==> src/rtl/pc_pkg.sv <==
package pc_pkg;
  typedef enum logic [2:0] {
    ACT_HOLD   = 3'd0,
    ACT_STEP   = 3'd1,
    ACT_NEAR   = 3'd2,
    ACT_FARBEG = 3'd3,
    ACT_FARLD  = 3'd4
  } pc_act_e;
endpackage

==> src/rtl/pc_rst_sync.sv <==
module pc_rst_sync #(
  parameter int STAGES = 2
) (
  input  logic clk,
  input  logic rst_n,
  output logic rst_q_n
);
  logic [STAGES-1:0] sync_q;

  always_ff @(posedge clk or negedge rst_n) begin
    if (!rst_n) sync_q <= '0;
    else        sync_q <= {sync_q[STAGES-2:0], 1'b1};
  end

  assign rst_q_n = sync_q[STAGES-1];
endmodule

==> src/rtl/pc_word_ctr.sv <==
module pc_word_ctr #(
  parameter int W = 22
) (
  input  logic         clk,
  input  logic         rst_n,
  input  logic         inc_en,
  input  logic         ld_en,
  input  logic [W-1:0] ld_val,
  output logic [W-1:0] q
);
  logic [W-1:0] q_nxt;
  logic         q_en;

  always_comb begin
    q_en  = inc_en | ld_en;
    q_nxt = ld_en ? ld_val : q + W'(1);
  end

  always_ff @(posedge clk or negedge rst_n) begin
    if (!rst_n)    q <= '0;
    else if (q_en) q <= q_nxt;
  end
endmodule

==> src/rtl/pc_bit0_reg.sv <==
module pc_bit0_reg (
  input  logic clk,
  input  logic rst_n,
  input  logic ld_en,
  input  logic ld_val,
  output logic q
);
  always_ff @(posedge clk or negedge rst_n) begin
    if (!rst_n)     q <= 1'b0;
    else if (ld_en) q <= ld_val;
  end
endmodule

==> src/rtl/pc_next_sel.sv <==
module pc_next_sel
  import pc_pkg::*;
#(
  parameter int ADDR_W = 23,
  parameter int OFF_W  = 8,
  parameter int EXT_W  = 16,
  localparam int WRD_W = ADDR_W - 1,
  localparam int HI_W  = ADDR_W - EXT_W
) (
  input  logic             pend,
  input  logic             step,
  input  logic             near,
  input  logic             far,
  input  logic [OFF_W-1:0] near_off,
  input  logic [HI_W-1:0]  hi_held,
  input  logic [EXT_W-1:0] ext_word,
  input  logic [WRD_W-1:0] word_q,
  output pc_act_e          act,
  output logic             ctr_inc,
  output logic             ctr_ld,
  output logic [WRD_W-1:0] ctr_val,
  output logic             b0_ld,
  output logic             b0_val,
  output logic             hi_ld,
  output logic             pend_nxt
);
  logic [ADDR_W-1:0] far_tgt;

  always_comb begin
    far_tgt = {hi_held, ext_word};
    if (pend)      act = ACT_FARLD;
    else if (far)  act = ACT_FARBEG;
    else if (near) act = ACT_NEAR;
    else if (step) act = ACT_STEP;
    else           act = ACT_HOLD;

    ctr_inc  = 1'b0;
    ctr_ld   = 1'b0;
    ctr_val  = far_tgt[ADDR_W-1:1];
    b0_ld    = 1'b0;
    b0_val   = 1'b0;
    hi_ld    = 1'b0;
    pend_nxt = 1'b0;
    unique case (act)
      ACT_STEP:   ctr_inc = 1'b1;
      ACT_NEAR: begin
        ctr_ld  = 1'b1;
        ctr_val = {word_q[WRD_W-1:OFF_W], near_off};
        b0_ld   = 1'b1;
        b0_val  = 1'b0;
      end
      ACT_FARBEG: begin
        ctr_inc  = 1'b1;
        hi_ld    = 1'b1;
        pend_nxt = 1'b1;
      end
      ACT_FARLD: begin
        ctr_ld  = 1'b1;
        ctr_val = far_tgt[ADDR_W-1:1];
        b0_ld   = 1'b1;
        b0_val  = far_tgt[0];
      end
      default: ;
    endcase
  end
endmodule

==> src/rtl/pc_paged_jump.sv <==
module pc_paged_jump
  import pc_pkg::*;
#(
  parameter int ADDR_W = 23,
  parameter int OFF_W  = 8,
  parameter int EXT_W  = 16,
  localparam int WRD_W = ADDR_W - 1,
  localparam int HI_W  = ADDR_W - EXT_W
) (
  input  logic              clk,
  input  logic              rst_n,
  input  logic              step_i,
  input  logic              near_i,
  input  logic [OFF_W-1:0]  near_off_i,
  input  logic              far_i,
  input  logic [HI_W-1:0]   far_hi_i,
  input  logic [EXT_W-1:0]  ext_word_i,
  output logic [ADDR_W-1:0] pc_o,
  output logic [ADDR_W-1:0] fetch_addr_o,
  output logic              far_pend_o
);
  logic             rst_q_n;
  logic [WRD_W-1:0] word_q;
  logic             b0_q;
  logic [HI_W-1:0]  hi_q;
  logic             pend_q;
  pc_act_e          act;
  logic             ctr_inc, ctr_ld, b0_ld, b0_val, hi_ld, pend_nxt;
  logic [WRD_W-1:0] ctr_val;

  pc_rst_sync #(.STAGES(2)) u_rst (
    .clk(clk), .rst_n(rst_n), .rst_q_n(rst_q_n)
  );

  pc_next_sel #(.ADDR_W(ADDR_W), .OFF_W(OFF_W), .EXT_W(EXT_W)) u_sel (
    .pend(pend_q), .step(step_i), .near(near_i), .far(far_i),
    .near_off(near_off_i), .hi_held(hi_q), .ext_word(ext_word_i),
    .word_q(word_q), .act(act), .ctr_inc(ctr_inc), .ctr_ld(ctr_ld),
    .ctr_val(ctr_val), .b0_ld(b0_ld), .b0_val(b0_val), .hi_ld(hi_ld),
    .pend_nxt(pend_nxt)
  );

  pc_word_ctr #(.W(WRD_W)) u_ctr (
    .clk(clk), .rst_n(rst_q_n), .inc_en(ctr_inc), .ld_en(ctr_ld),
    .ld_val(ctr_val), .q(word_q)
  );

  pc_bit0_reg u_b0 (
    .clk(clk), .rst_n(rst_q_n), .ld_en(b0_ld), .ld_val(b0_val), .q(b0_q)
  );

  always_ff @(posedge clk or negedge rst_q_n) begin
    if (!rst_q_n)   hi_q <= '0;
    else if (hi_ld) hi_q <= far_hi_i;
  end

  always_ff @(posedge clk or negedge rst_q_n) begin
    if (!rst_q_n) pend_q <= 1'b0;
    else          pend_q <= pend_nxt;
  end

  assign pc_o         = {word_q, b0_q};
  assign fetch_addr_o = {word_q, 1'b0};
  assign far_pend_o   = pend_q;
endmodule

==> config.mk <==
export PLATFORM = sky130hd
export DESIGN_NAME = pc_paged_jump
export DESIGN_NICKNAME = d
export VERILOG_FILES = /design/src/rtl/pc_pkg.sv /design/src/rtl/pc_rst_sync.sv /design/src/rtl/pc_word_ctr.sv /design/src/rtl/pc_bit0_reg.sv /design/src/rtl/pc_next_sel.sv /design/src/rtl/pc_paged_jump.sv
export SDC_FILE = /design/constraint.sdc
export NUM_CORES = 1
export LEC_CHECK = 0
export BUFFER_PORTS_ARGS = -buffer_cell sky130_fd_sc_hd__buf_2
export CAP_MARGIN = 20
export CELL_PAD_IN_SITES_DETAIL_PLACEMENT = 0
export CELL_PAD_IN_SITES_GLOBAL_PLACEMENT = 1
export CORE_ASPECT_RATIO = 0.8
export CORE_MARGIN = 8
export CORE_UTILIZATION = 30
export CTS_BUF_LIST = sky130_fd_sc_hd__clkbuf_16
export CTS_CLUSTER_DIAMETER = 120
export DETAILED_ROUTE_END_ITERATION = 6
export GPL_TIMING_DRIVEN = 1
export PLACE_DENSITY_LB_ADDON = 0.2
export SYNTH_ARGS = -nofsm -noshare
export SYNTH_HDL_FRONTEND = slang
export SYNTH_SLANG_ARGS = --single-unit
==> constraint.sdc <==
create_clock -name clk -period 1.3 [get_ports clk]
set_input_delay 0.39 -clock clk [delete_from_list [all_inputs] [get_ports clk]]
set_output_delay 0.39 -clock clk [all_outputs]
set_load 0.05 [all_outputs]
==> out/qor.csv <==
metric,value,unit
status,"finished, violations left",
violations,setup timing,
io-pin-count,83,
cts_buffer_depth,2,
min_path_type,flop to asynchronous set/reset pin,
syn-cell-area,2026,um^2
final_area,4020,um^2
drt_wl_total,7350,um
antenna_cells,0,
setup_ws,-304.2,ps
critPathMaxStageDelay,430,ps
grt_remaining_overflow,0,
grtUsageTotal,14.37,%
grt_antenna_before_repair,0,
syn_inst,218,
cp-start-kind,flop,
cap_violations,0,
layout.nets,398,
power.leakage,1.799,nW
cts_tree,done,
crit_required,910,ps
path_clk_slew,50,ps
yosys_warnings,0,
drc,0,
slowest_stage,dfrtp_2,
cpMostUsedCell,buf_6,
path_cells,"buf_4, buf_6, buf_6, buf_8",
numClockSinks,33,
portBuffers,81,
dp_cells,405,
clock_skew,3.883,ps
critPathKind,flop to primary output,
final_cells,446,
die_w,107.9,um
multi_input_area,1187,um^2
core_area,6474,um^2
synth_top_area_share,40.77,%
pwr_density_cell,1389,nW/um^2
end_kind,primary output,
syn_nets,255,
ys.flop_type,dfrtp_1,
rsz0062_at_grt,true,
drtIter0Drc,150,
vias,2185,
layout_common_cells,"buf_4 (52), buf_8 (41), buf_6 (37), buf_2 (35), dfrtp_2 (22)",
setup_viol_count_final,71,
gp_congestion,0.8173,
cts_made_buffers,5,
final_core_util,62.10,%
grt_pass1_vias,2203,
worstPathArrival,1210,ps
yosysTopAreaCell,dfrtp_1,
max_freq,623.4,MHz
drv_slew,0,
synthArstFlopShare,100.0,%
ir_drop,0.0007514,V
ys_seq_area_share,40.77,%
synth-edff-count,0,
grt_max_degree,25,
dpl.hpwl,4966,um
drt_first_pass_iters,4,
worst-path-max-fanout,5,
hold_viol,0,
htree_levels,2,
dieHeight,89.50,um
drive_gt1_share,66.85,%
mostFrequentLayoutCell,buf_4,
rows,26,
syn_area_per_cell,9.292,um^2
routed_via_density,4.899,
fin_crit,1604,ps
ys_types,52,
ys_seq_elements,33,
final_antenna_net_count,0,
synthTopCellsByArea,"dfrtp_1 (41%), buf_4 (9.3%), a31oi_1 (4.6%)",
die-area,9654,um^2
routedWlPerCell,16.48,um
area_growth,98.46,%
fin_crit_sh,123.4,%
clock_latency,270,ps
dpl-instance-area,2821,um^2
rr_worst_depth,5,
regArea,853.3,um^2
cts_root_buf,clkbuf_16,
nFillCells,524,
grt_pass1_wl,10860,um
start_util,31.29,%
synth_stat cells, types with 2 or more instances:
library cell	n
a2111oi_0	2
a21oi_1	4
a31oi_1	15
and2_1	3
and3_1	2
and4_1	3
buf_2	3
buf_4	25
buf_6	2
clkbuf_1	5
conb_1	2
dfrtp_1	33
inv_1	4
mux2_2	7
nand2_1	15
nand2b_1	2
nand3_1	8
nand4_1	4
nor2_1	19
nor2b_1	4
o21ai_0	11
o22ai_1	3
o31ai_1	3
o41ai_1	3
or3_1	7
or4_1	3
state kept, by name (all words and copies together) (netlist names):
signal        cells
u_rst.sync_q      2
u_b0.q            1
u_ctr.q          22
hi_q              7
far_pend_o        1
timing repair:
| item | in CTS | in global routing |
|---|---|---|
| endpoints found under the hold margin | 2 | 0 |
| gates resized for setup | 170 | 60 |
| endpoints found under the setup margin | 65 | 74 |
| cloned | 1 | 0 |
| pin swaps | 10 | 21 |
| hold buffers | 1 | 0 |
| setup buffers | 21 | 21 |
cells by family (layout without fill, tap and decap cells):
kind of cell | Yosys count | after routing | synth area share [%]
xor gates and xnor gates | 2 | 2 | 0.8649
adders and majority gates | 1 | 1 | 0.6176
other | 2 | 2 | 0.3707
muxes | 7 | 7 | 3.892
AOI/OAI and AO/OA | 55 | 55 | 19.95
buffers and inverters | 40 | 184 | 12.97
DFF | 33 | 33 | 40.77
and+or+nand+nor | 78 | 78 | 20.57
final timing paths:
check / start / to / slack [ps]
setup reg to reg: u_ctr.q[1]$_DFFE_PN0P_ / u_ctr.q[20]$_DFFE_PN0P_ / -300
setup / recovery: u_ctr.q[0]$_DFFE_PN0P_ / fetch_addr_o[1] / -300
hold / removal: u_rst.sync_q[1]$_DFF_PN0_ / u_b0.q$_DFFE_PN0P_ / 150
hold reg to reg: u_rst.sync_q[1]$_DFF_PN0_ / u_b0.q$_DFFE_PN0P_ / 150
max in group asynchronous: u_rst.sync_q[1]$_DFF_PN0_ / u_ctr.q[5]$_DFFE_PN0P_ / 670
min in group clk: ext_word_i[1] / u_ctr.q[0]$_DFFE_PN0P_ / 330
power by group:
part	switching (mW)	internal, mW	leakage [nW]
sequential	0.137	1.21	0.361
clock	0.415	0.688	0.0738
combinational	1.67	1.47	1.36
total	2.22	3.36	1.80
layer usage:
metal  wire length (um)  vias up  part of all wire, %  global-route usage (%)
met1               3531     1052                   48                   19.48
li1                   -     1065                    -                       -
met2               3430       64                   47                   22.87
met4                 59        0                 0.80                   3.894
met3                328        4                  4.5                   2.666
met5                  0        -                    0                       0
critical path: cells and delay by family, from the launching register on:
kind / cells / cell delay [ps]
flip-flops: 1 / 430
buffers and inverters: 4 / 500
layout make-up:
class | instances | share of cell area, %
timing repair buffer | 172 | 42.79
sequential | 33 | 21.23
clock inverter | 3 | 0.2801
inverter | 4 | 0.4357
multi-input combinational | 145 | 29.54
clock buffer | 5 | 3.112
tap | 84 | 2.614
stage by stage:
step | setup WS (ps) | power [mW] | setup TNS [ps] | hold slack [ps]
2_1_floorplan | -461.1 | 2.869 | -5313 | 94.41
3_3_place_gp | -358.4 | 3.426 | -6148 | 158.8
3_5_place_dp | -408.5 | 3.436 | -6505 | 170.1
4_1_cts | -286.2 | 5.341 | -6164 | 170.2
5_1_grt | -369.7 | 5.815 | -9736 | 182.7
6_report | -304.2 | 5.583 | -7235 | 152.4
Note: power is estimated with default switching activity, not from simulation.
